$ cat config.mk
export PLATFORM = sky130hd
export DESIGN_NAME = uart_irq_gen
export DESIGN_NICKNAME = d
export VERILOG_FILES = /design/src/rtl/uart_irq_pkg.sv /design/src/rtl/uart_rx_timeout.sv /design/src/rtl/uart_rx_req.sv /design/src/rtl/uart_tx_req.sv /design/src/rtl/uart_irq_gen.sv
export SDC_FILE = /design/constraint.sdc
export NUM_CORES = 1
export LEC_CHECK = 0
export ABC_CLOCK_PERIOD_IN_PS = 3000
export BUFFER_PORTS_ARGS = -buffer_cell sky130_fd_sc_hd__buf_2
export CAP_MARGIN = 30
export CORE_MARGIN = 4
export CORE_UTILIZATION = 51
export DETAILED_ROUTE_END_ITERATION = 10
export PLACE_DENSITY = 0.8
export SKIP_CTS_REPAIR_TIMING = 1
export SYNTH_ARGS = -nofsm -noshare
export SYNTH_HDL_FRONTEND = slang
export SYNTH_HIERARCHICAL = 1
export SYNTH_SLANG_ARGS = --single-unit
export TNS_END_PERCENT = 30
$ cat constraint.sdc
create_clock -name clk -period 3 [get_ports clk]
set_input_delay 0.45 -clock clk [delete_from_list [all_inputs] [get_ports clk]]
set_output_delay 0.45 -clock clk [all_outputs]
set_load 0.01 [all_outputs]
$ cat src/rtl/uart_irq_pkg.sv
package uart_irq_pkg;

  // Baud ticks that make up one character on the line.
  function automatic int unsigned char_ticks(input int unsigned bits_per_char,
                                             input int unsigned ticks_per_bit);
    return bits_per_char * ticks_per_bit;
  endfunction

  // Idle ticks before a receive timeout is declared.
  function automatic int unsigned idle_limit(input int unsigned chars,
                                             input int unsigned bits_per_char,
                                             input int unsigned ticks_per_bit);
    return chars * char_ticks(bits_per_char, ticks_per_bit);
  endfunction

  // Width of a counter that holds 0 .. n-1 (at least 1 bit).
  function automatic int unsigned count_width(input int unsigned n);
    return (n <= 2) ? 1 : $clog2(n);
  endfunction

endpackage

$ cat src/rtl/uart_rx_timeout.sv
module uart_rx_timeout
  import uart_irq_pkg::*;
#(
  parameter int unsigned LVL_W = 5,
  parameter int unsigned LIMIT = 480,
  parameter int unsigned CNT_W = count_width(LIMIT)
) (
  input  logic             clk,
  input  logic             rst_n,
  input  logic             fifo_en,
  input  logic             mode_chg,
  input  logic [LVL_W-1:0] rx_level,
  input  logic             rx_char_done,
  input  logic             rd_pulse,
  input  logic             baud_tick,
  output logic             to_hit,
  output logic             to_live,
  output logic             to_flag,
  output logic [CNT_W-1:0] to_cnt
);

  localparam logic [CNT_W-1:0] LAST = CNT_W'(LIMIT - 1);

  logic drain_clr;   // conditions that also drop the expired flag
  logic restart;     // conditions that zero the count

  assign drain_clr = mode_chg | ~fifo_en | (rx_level == '0);
  assign restart   = drain_clr | rx_char_done | rd_pulse;
  assign to_hit    = ~restart & ~to_flag & baud_tick & (to_cnt == LAST);
  assign to_live   = to_hit | (to_flag & ~drain_clr);

  always_ff @(posedge clk) begin
    if (!rst_n) begin
      to_cnt  <= '0;
      to_flag <= 1'b0;
    end else if (restart) begin
      to_cnt <= '0;
      if (drain_clr) to_flag <= 1'b0;
    end else if (!to_flag && baud_tick) begin
      if (to_cnt == LAST) begin
        to_cnt  <= '0;
        to_flag <= 1'b1;
      end else begin
        to_cnt <= to_cnt + 1'b1;
      end
    end
  end

endmodule

$ cat src/rtl/uart_rx_req.sv
module uart_rx_req #(
  parameter int unsigned LVL_W = 5,
  parameter int unsigned HALF  = 8
) (
  input  logic             clk,
  input  logic             rst_n,
  input  logic             fifo_en,
  input  logic             mode_chg,
  input  logic [LVL_W-1:0] rx_level,
  input  logic             rx_hold_valid,
  input  logic             rd_pulse,
  input  logic             to_live,
  output logic             rx_half,
  output logic             rx_irq
);

  localparam logic [LVL_W-1:0] HALF_L = LVL_W'(HALF);

  logic keep;
  logic req_d;

  assign rx_half = (rx_level >= HALF_L);
  assign keep    = rx_irq & ~mode_chg;

  always_comb begin
    if (fifo_en) req_d = (rx_level != '0) & (keep | rx_half | to_live);
    else         req_d = rx_hold_valid & ~rd_pulse;
  end

  always_ff @(posedge clk) begin
    if (!rst_n) rx_irq <= 1'b0;
    else        rx_irq <= req_d;
  end

endmodule

$ cat src/rtl/uart_tx_req.sv
module uart_tx_req #(
  parameter int unsigned LVL_W = 5,
  parameter int unsigned HALF  = 8
) (
  input  logic             clk,
  input  logic             rst_n,
  input  logic             fifo_en,
  input  logic [LVL_W-1:0] tx_level,
  input  logic             tx_hold_empty,
  input  logic             wr_pulse,
  output logic             tx_low,
  output logic             tx_irq
);

  localparam logic [LVL_W-1:0] HALF_L = LVL_W'(HALF);

  logic req_d;

  assign tx_low = (tx_level < HALF_L);

  always_comb begin
    if (fifo_en) req_d = tx_low;
    else         req_d = tx_hold_empty & ~wr_pulse;
  end

  always_ff @(posedge clk) begin
    if (!rst_n) tx_irq <= 1'b0;
    else        tx_irq <= req_d;
  end

endmodule

$ cat src/rtl/uart_irq_gen.sv
module uart_irq_gen
  import uart_irq_pkg::*;
#(
  parameter int unsigned DEPTH         = 16,
  parameter int unsigned BITS_PER_CHAR = 10,
  parameter int unsigned TICKS_PER_BIT = 16,
  parameter int unsigned IDLE_CHARS    = 3,
  localparam int unsigned LVL_W        = $clog2(DEPTH + 1)
) (
  input  logic             clk,
  input  logic             rst_n,
  input  logic             fifo_en,
  input  logic [LVL_W-1:0] rx_level,
  input  logic [LVL_W-1:0] tx_level,
  input  logic             rx_hold_valid,
  input  logic             tx_hold_empty,
  input  logic             rd_pulse,
  input  logic             wr_pulse,
  input  logic             rx_char_done,
  input  logic             baud_tick,
  output logic             rx_irq,
  output logic             tx_irq
);

  localparam int unsigned HALF  = DEPTH / 2;
  localparam int unsigned LIMIT = idle_limit(IDLE_CHARS, BITS_PER_CHAR, TICKS_PER_BIT);
  localparam int unsigned CNT_W = count_width(LIMIT);

  logic             fifo_en_q;
  logic             mode_chg;
  logic             to_hit;
  logic             to_live;
  logic             to_flag;
  logic [CNT_W-1:0] to_cnt;
  logic             rx_half;
  logic             tx_low;

  always_ff @(posedge clk) begin
    if (!rst_n) fifo_en_q <= 1'b0;
    else        fifo_en_q <= fifo_en;
  end

  assign mode_chg = fifo_en ^ fifo_en_q;

  uart_rx_timeout #(.LVL_W(LVL_W), .LIMIT(LIMIT), .CNT_W(CNT_W)) i_timeout (
    .clk          (clk),
    .rst_n        (rst_n),
    .fifo_en      (fifo_en),
    .mode_chg     (mode_chg),
    .rx_level     (rx_level),
    .rx_char_done (rx_char_done),
    .rd_pulse     (rd_pulse),
    .baud_tick    (baud_tick),
    .to_hit       (to_hit),
    .to_live      (to_live),
    .to_flag      (to_flag),
    .to_cnt       (to_cnt)
  );

  uart_rx_req #(.LVL_W(LVL_W), .HALF(HALF)) i_rx_req (
    .clk           (clk),
    .rst_n         (rst_n),
    .fifo_en       (fifo_en),
    .mode_chg      (mode_chg),
    .rx_level      (rx_level),
    .rx_hold_valid (rx_hold_valid),
    .rd_pulse      (rd_pulse),
    .to_live       (to_live),
    .rx_half       (rx_half),
    .rx_irq        (rx_irq)
  );

  uart_tx_req #(.LVL_W(LVL_W), .HALF(HALF)) i_tx_req (
    .clk           (clk),
    .rst_n         (rst_n),
    .fifo_en       (fifo_en),
    .tx_level      (tx_level),
    .tx_hold_empty (tx_hold_empty),
    .wr_pulse      (wr_pulse),
    .tx_low        (tx_low),
    .tx_irq        (tx_irq)
  );

endmodule

==> results of run 1 <==
## registers in the layout, summed over array words and instances, names as in the netlist
register / count
i_timeout/to_cnt: 9
fifo_en_q: 1
i_rx_req/rx_irq: 1
i_timeout/to_flag: 1
i_tx_req/tx_irq: 1
## path summary, 6_finish.rpt
path	slack (ns)	from	endpoint
worst max-delay path	1.08	i_timeout/to_cnt[0]	i_rx_req/rx_irq
worst min-delay path	0.44	rst_n	i_timeout/to_flag
worst max register to register	1.08	i_timeout/to_cnt[0]	i_rx_req/rx_irq
worst min register to register	0.51	i_timeout/to_cnt[8]	i_timeout/to_cnt[8]
## final cells by class
cell class                 instances  share of cell area
timing repair buffer              18               0.115
sequential                        13               0.322
tap                               14              0.0217
clock buffer                       4              0.0325
inverter                           6              0.0279
multi-input combinational         56               0.481
## power groups by stage
stage | registers [µW] | clock network [µW] | logic [µW]
after global routing | 176 | 123 | 32.5
after detailed placement | 180 | 0 | 28.7
final | 176 | 106 | 28.9
after floorplan | 181 | 0 | 11.4
after global placement | 180 | 0 | 27.6
after CTS | 176 | 111 | 28.8
## stage by stage
stage	instances	worst slack, ns
4_1_cts	111	1.09
3_3_place_gp	107	1.01
3_5_place_dp	107	0.975
6_report	111	1.08
5_1_grt	111	0.863
2_1_floorplan	75	1.19
## layout by cell type, fill, tap and decap left out, drive strengths merged
master  count
a31o        1
nor4        1
nor3        3
nand2       3
nand4       2
or4         5
dfxtp      13
nor2b       3
a31oi       1
o211ai      2
or3         3
buf        18
clkbuf      4
o32ai       1
nand4b      1
ha          1
nand3       2
nor2        2
xnor2       1
nor4bb      2
xor2        2
inv         6
a21oi       3
mux2i       1
o31ai       2
a211oi      5
o21ai       5
nand3b      2
or4b        1
and2        1
## per-layer routing
metal  vias up  share of wire  wire length [µm]  track usage
met2        16           0.50               784        0.320
met5         -              0                 0            0
li1        334              -                 -            -
met3         2          0.055                86       0.0772
met4         0          0.017                27        0.114
met1       311           0.42               654        0.209
## worst min-delay path, cell delays in order
cell	delay, ns
buf_2	0.13
inv_1	0.07
a211oi_2	0.03
==> impl_metrics.yaml, run 1 <==
timing:
  finClkSkew_ns: 0.00831
  finalHoldViolations: 0
  setup_viol: 0
  drv_slew: 0
  holdWs_ns: 0.444
  finalCritPeriodShare: 0.640
  tightestPinTransition_ns: 0.746
  rsz0062_at_grt: "false"
  finalSetupTns_ns: 0
  max-slew-margin-rel: 0.500
  fmax_mhz: 521
  post-route-min-period_ns: 1.92
drt:
  first_pass_iters: 4
  drcViolationCount: 0
  routedWlPerCell_um: 14.0
  drtAntennaViolNets: 0
  viasPerCell: 5.97
  drt_iter0_drc: 15
  vias: 663
  wl_mm: 1.55
setup_path:
  crit_type: "flop to flop"
  path_buf_inv: 0
  path_depth: 6
  setup.worst_path.end_class: "flop"
  path_max_fanout: 8
  worstPathArrival_ns: 2.12
  cp_top_family: "simple AND/OR/NAND/NOR gates"
  critPathSlowestCell: "or4_4"
  path_cells: "ha_1 -> nand4b_1 -> or4_4 -> a21oi_1 -> o32ai_1 -> a31oi_1"
  critPathMaxStageDelay_ns: 0.61
  r2r_cells: 6
  cp-start-kind: "flop"
  critPathRequiredTime_ns: 3.21
placement:
  hpwl_mm: 1.19
  postPlaceCellArea_um2: 782
  io_buffers: 17
  finalWeightedCongestion: 0.737
grt:
  grt_pass1_wl_mm: 2.73
  track_usage: 0.195
  grt_max_degree: 10
  antenna_found_initial: 0
  grt_pass1_vias: 652
  grt-ovfl-total: 0
min_path:
  hold_path.class: "input pin to flop"
  holdPathStages: 3
final_layout:
  num-fill-cells: 109
  final_cell_area_um2: 808
  multi_input_area_um2: 389
  utilization: 0.690
  fin_nets: 118
  drive_above_1_share: 0.258
  seq_area_um2: 260
  area_growth_pct: 20.3
  diodes: 0
floorplanning:
  die_w_um: 44.3
  dieArea_um2: 1960
  num_rows: 12
  core-area_um2: 1170
  top_level_ports: 21
  initial_core_util: 0.574
  dieHeight_um: 44.3
synthesis:
  netlist_area_um2: 672
  synth_area_per_cell_um2: 8.96
  syn-num-nets: 95
  synthCells: 75
  ys_warn_count: 6
pwr:
  power_switching_share: 0.225
  p_int_uw: 241
  finalPower_uw: 311
  power_density_nw_per_um2: 385
  vdd_drop_max_mv: 0.358
  pwr-share-comb: 0.093
  seq_power_share: 0.567
  leakage_uw: 0.000276
  p_sw_uw: 69.8
  clock_power_share: 0.340
run:
  drv_cap: 0
clock_tree:
  clk_pin_slew_ns: 0.08
  clk_path_buf_depth: 2
  cts_max_level: 1
  cts.sinks: 13
  cts_tree: "done"
  cts_root_buf: "clkbuf_4"
  cts_buffers: 3
  clk_latency_ns: 0.27
status:
  status: "finished clean"
(Power assumes the default switching activity.)
==> run 2: changes to the inputs <==
Settings changed: ABC_CLOCK_PERIOD_IN_PS 3000 to 1600, CORE_UTILIZATION 51 to 43, PLACE_DENSITY 0.8 to 0.72.
Clock period 3 ns to 1.6 ns, I/O delays scaled along.
==> impl_metrics.yaml, run 2 (synthesis results as in run 1) <==
floorplanning:
  initial_core_util: 0.451
  dieHeight_um: 47.5
  dieArea_um2: 2260
  core-area_um2: 1490
  num_rows: 14
  die_w_um: 47.5
  top_level_ports: 21
setup_path:
  crit_type: "flop to flop"
  critPathMaxStageDelay_ns: 0.54
  path_buf_inv: 0
  cp_top_family: "simple AND/OR/NAND/NOR gates"
  critPathSlowestCell: "or4_4"
  cp-start-kind: "flop"
  worstPathArrival_ns: 1.93
  setup.worst_path.end_class: "flop"
  path_cells: "or4b_1 -> or4_4 -> a21oi_2 -> o32ai_1 -> a31oi_1"
  path_max_fanout: 2
  critPathRequiredTime_ns: 1.81
drt:
  wl_mm: 1.63
  routedWlPerCell_um: 13.4
  first_pass_iters: 4
  viasPerCell: 5.79
  vias: 700
  drcViolationCount: 0
  drtAntennaViolNets: 0
  drt_iter0_drc: 7
timing:
  post-route-min-period_ns: 1.72
  setup_viol: 2
  fmax_mhz: 580
  finClkSkew_ns: 0.000653
  max-slew-margin-rel: 0.785
  worst_slack_ns: -0.125
  finalCritPeriodShare: 1.08
  rsz0062_at_grt: "true"
  drv_slew: 0
  finalHoldViolations: 0
  tightestPinTransition_ns: 0.319
status:
  violations: "negative setup slack"
  status: "finished with violations"
pwr:
  power_density_nw_per_um2: 670
  finalPower_uw: 597
  leakage_uw: 0.000316
  vdd_drop_max_mv: 0.429
clock_tree:
  cts_buffers: 3
  clk_path_buf_depth: 2
  clk_latency_ns: 0.28
  cts_tree: "done"
  cts_max_level: 1
  clk_pin_slew_ns: 0.08
  cts_root_buf: "clkbuf_4"
  cts.sinks: 13
grt:
  grt_pass1_wl_mm: 2.42
  grt_pass1_vias: 602
  track_usage: 0.158
  grt_max_degree: 10
  antenna_found_initial: 0
  grt-ovfl-total: 0
placement:
  finalWeightedCongestion: 0.716
  io_buffers: 17
  pre_cts_ws_ns: -0.230
  hpwl_mm: 1.26
final_layout:
  num-fill-cells: 134
  top_register: "i_timeout/to_cnt"
  fin_nets: 126
  area_growth_pct: 32.6
  largest_reg_flops: 9
  layout_commonest_cell: "buf_2"
  utilization: 0.598
  layout_common_cells: "17 x buf_2, 9 x dfxtp_1, 9 x buf_4, 6 x inv_1, 5 x o21ai_0"
  multi_input_area_um2: 404
  diodes: 0
  drive_above_1_share: 0.381
  seq_area_um2: 265
run:
  drv_cap: 0
min_path:
  hold_path.class: "input pin to flop"
## run 2: routing by layer
| metal | GRT usage | vias up | share of wire |
|---|---|---|---|
| li1 | - | 350 | - |
| met1 | 0.174 | 328 | 0.42 |
| met2 | 0.259 | 18 | 0.51 |
| met3 | 0.0489 | 4 | 0.050 |
| met4 | 0.108 | 0 | 0.020 |
| met5 | 0 | - | 0 |
## run 2: worst min-delay path, stage by stage
cell,delay [ns]
buf_2,0.13
inv_1,0.06
a211oi_2,0.04
## run 2: through the flow
step	cells	hold WS (ns)	instance area, µm²	TNS [ns]
floorplan	75	0.350	683	-0.0770
global placement	117	0.494	856	-0.278
detailed placement	117	0.497	856	-0.361
CTS	121	0.223	882	-0.183
global route	121	0.213	891	-0.263
finish	121	0.226	891	-0.130
## run 2: cell type report
| cell class | count | area share |
|---|---|---|
| Sequential cell | 13 | 0.298 |
| Clock buffer | 4 | 0.0295 |
| Tap cell | 16 | 0.0225 |
| Timing Repair Buffer | 26 | 0.171 |
| Inverter | 6 | 0.0253 |
| Multi-Input combinational cell | 56 | 0.454 |
## run 2: worst paths after layout
check / slack [ns] / cells after the start / startpoint / to
hold / removal: 0.23 / 3 / rst_n / i_timeout/to_flag
setup reg to reg: -0.12 / 5 / i_timeout/to_cnt[5] / i_rx_req/rx_irq
hold reg to reg: 0.51 / 2 / i_timeout/to_cnt[8] / i_timeout/to_cnt[8]
setup / recovery: -0.12 / 5 / i_timeout/to_cnt[5] / i_rx_req/rx_irq
## run 2: report_power, final
| group | internal (µW) | switching, µW |
|---|---|---|
| clock network | 96.8 | 110 |
| registers | 328 | 1.81 |
| logic | 31.9 | 28.0 |
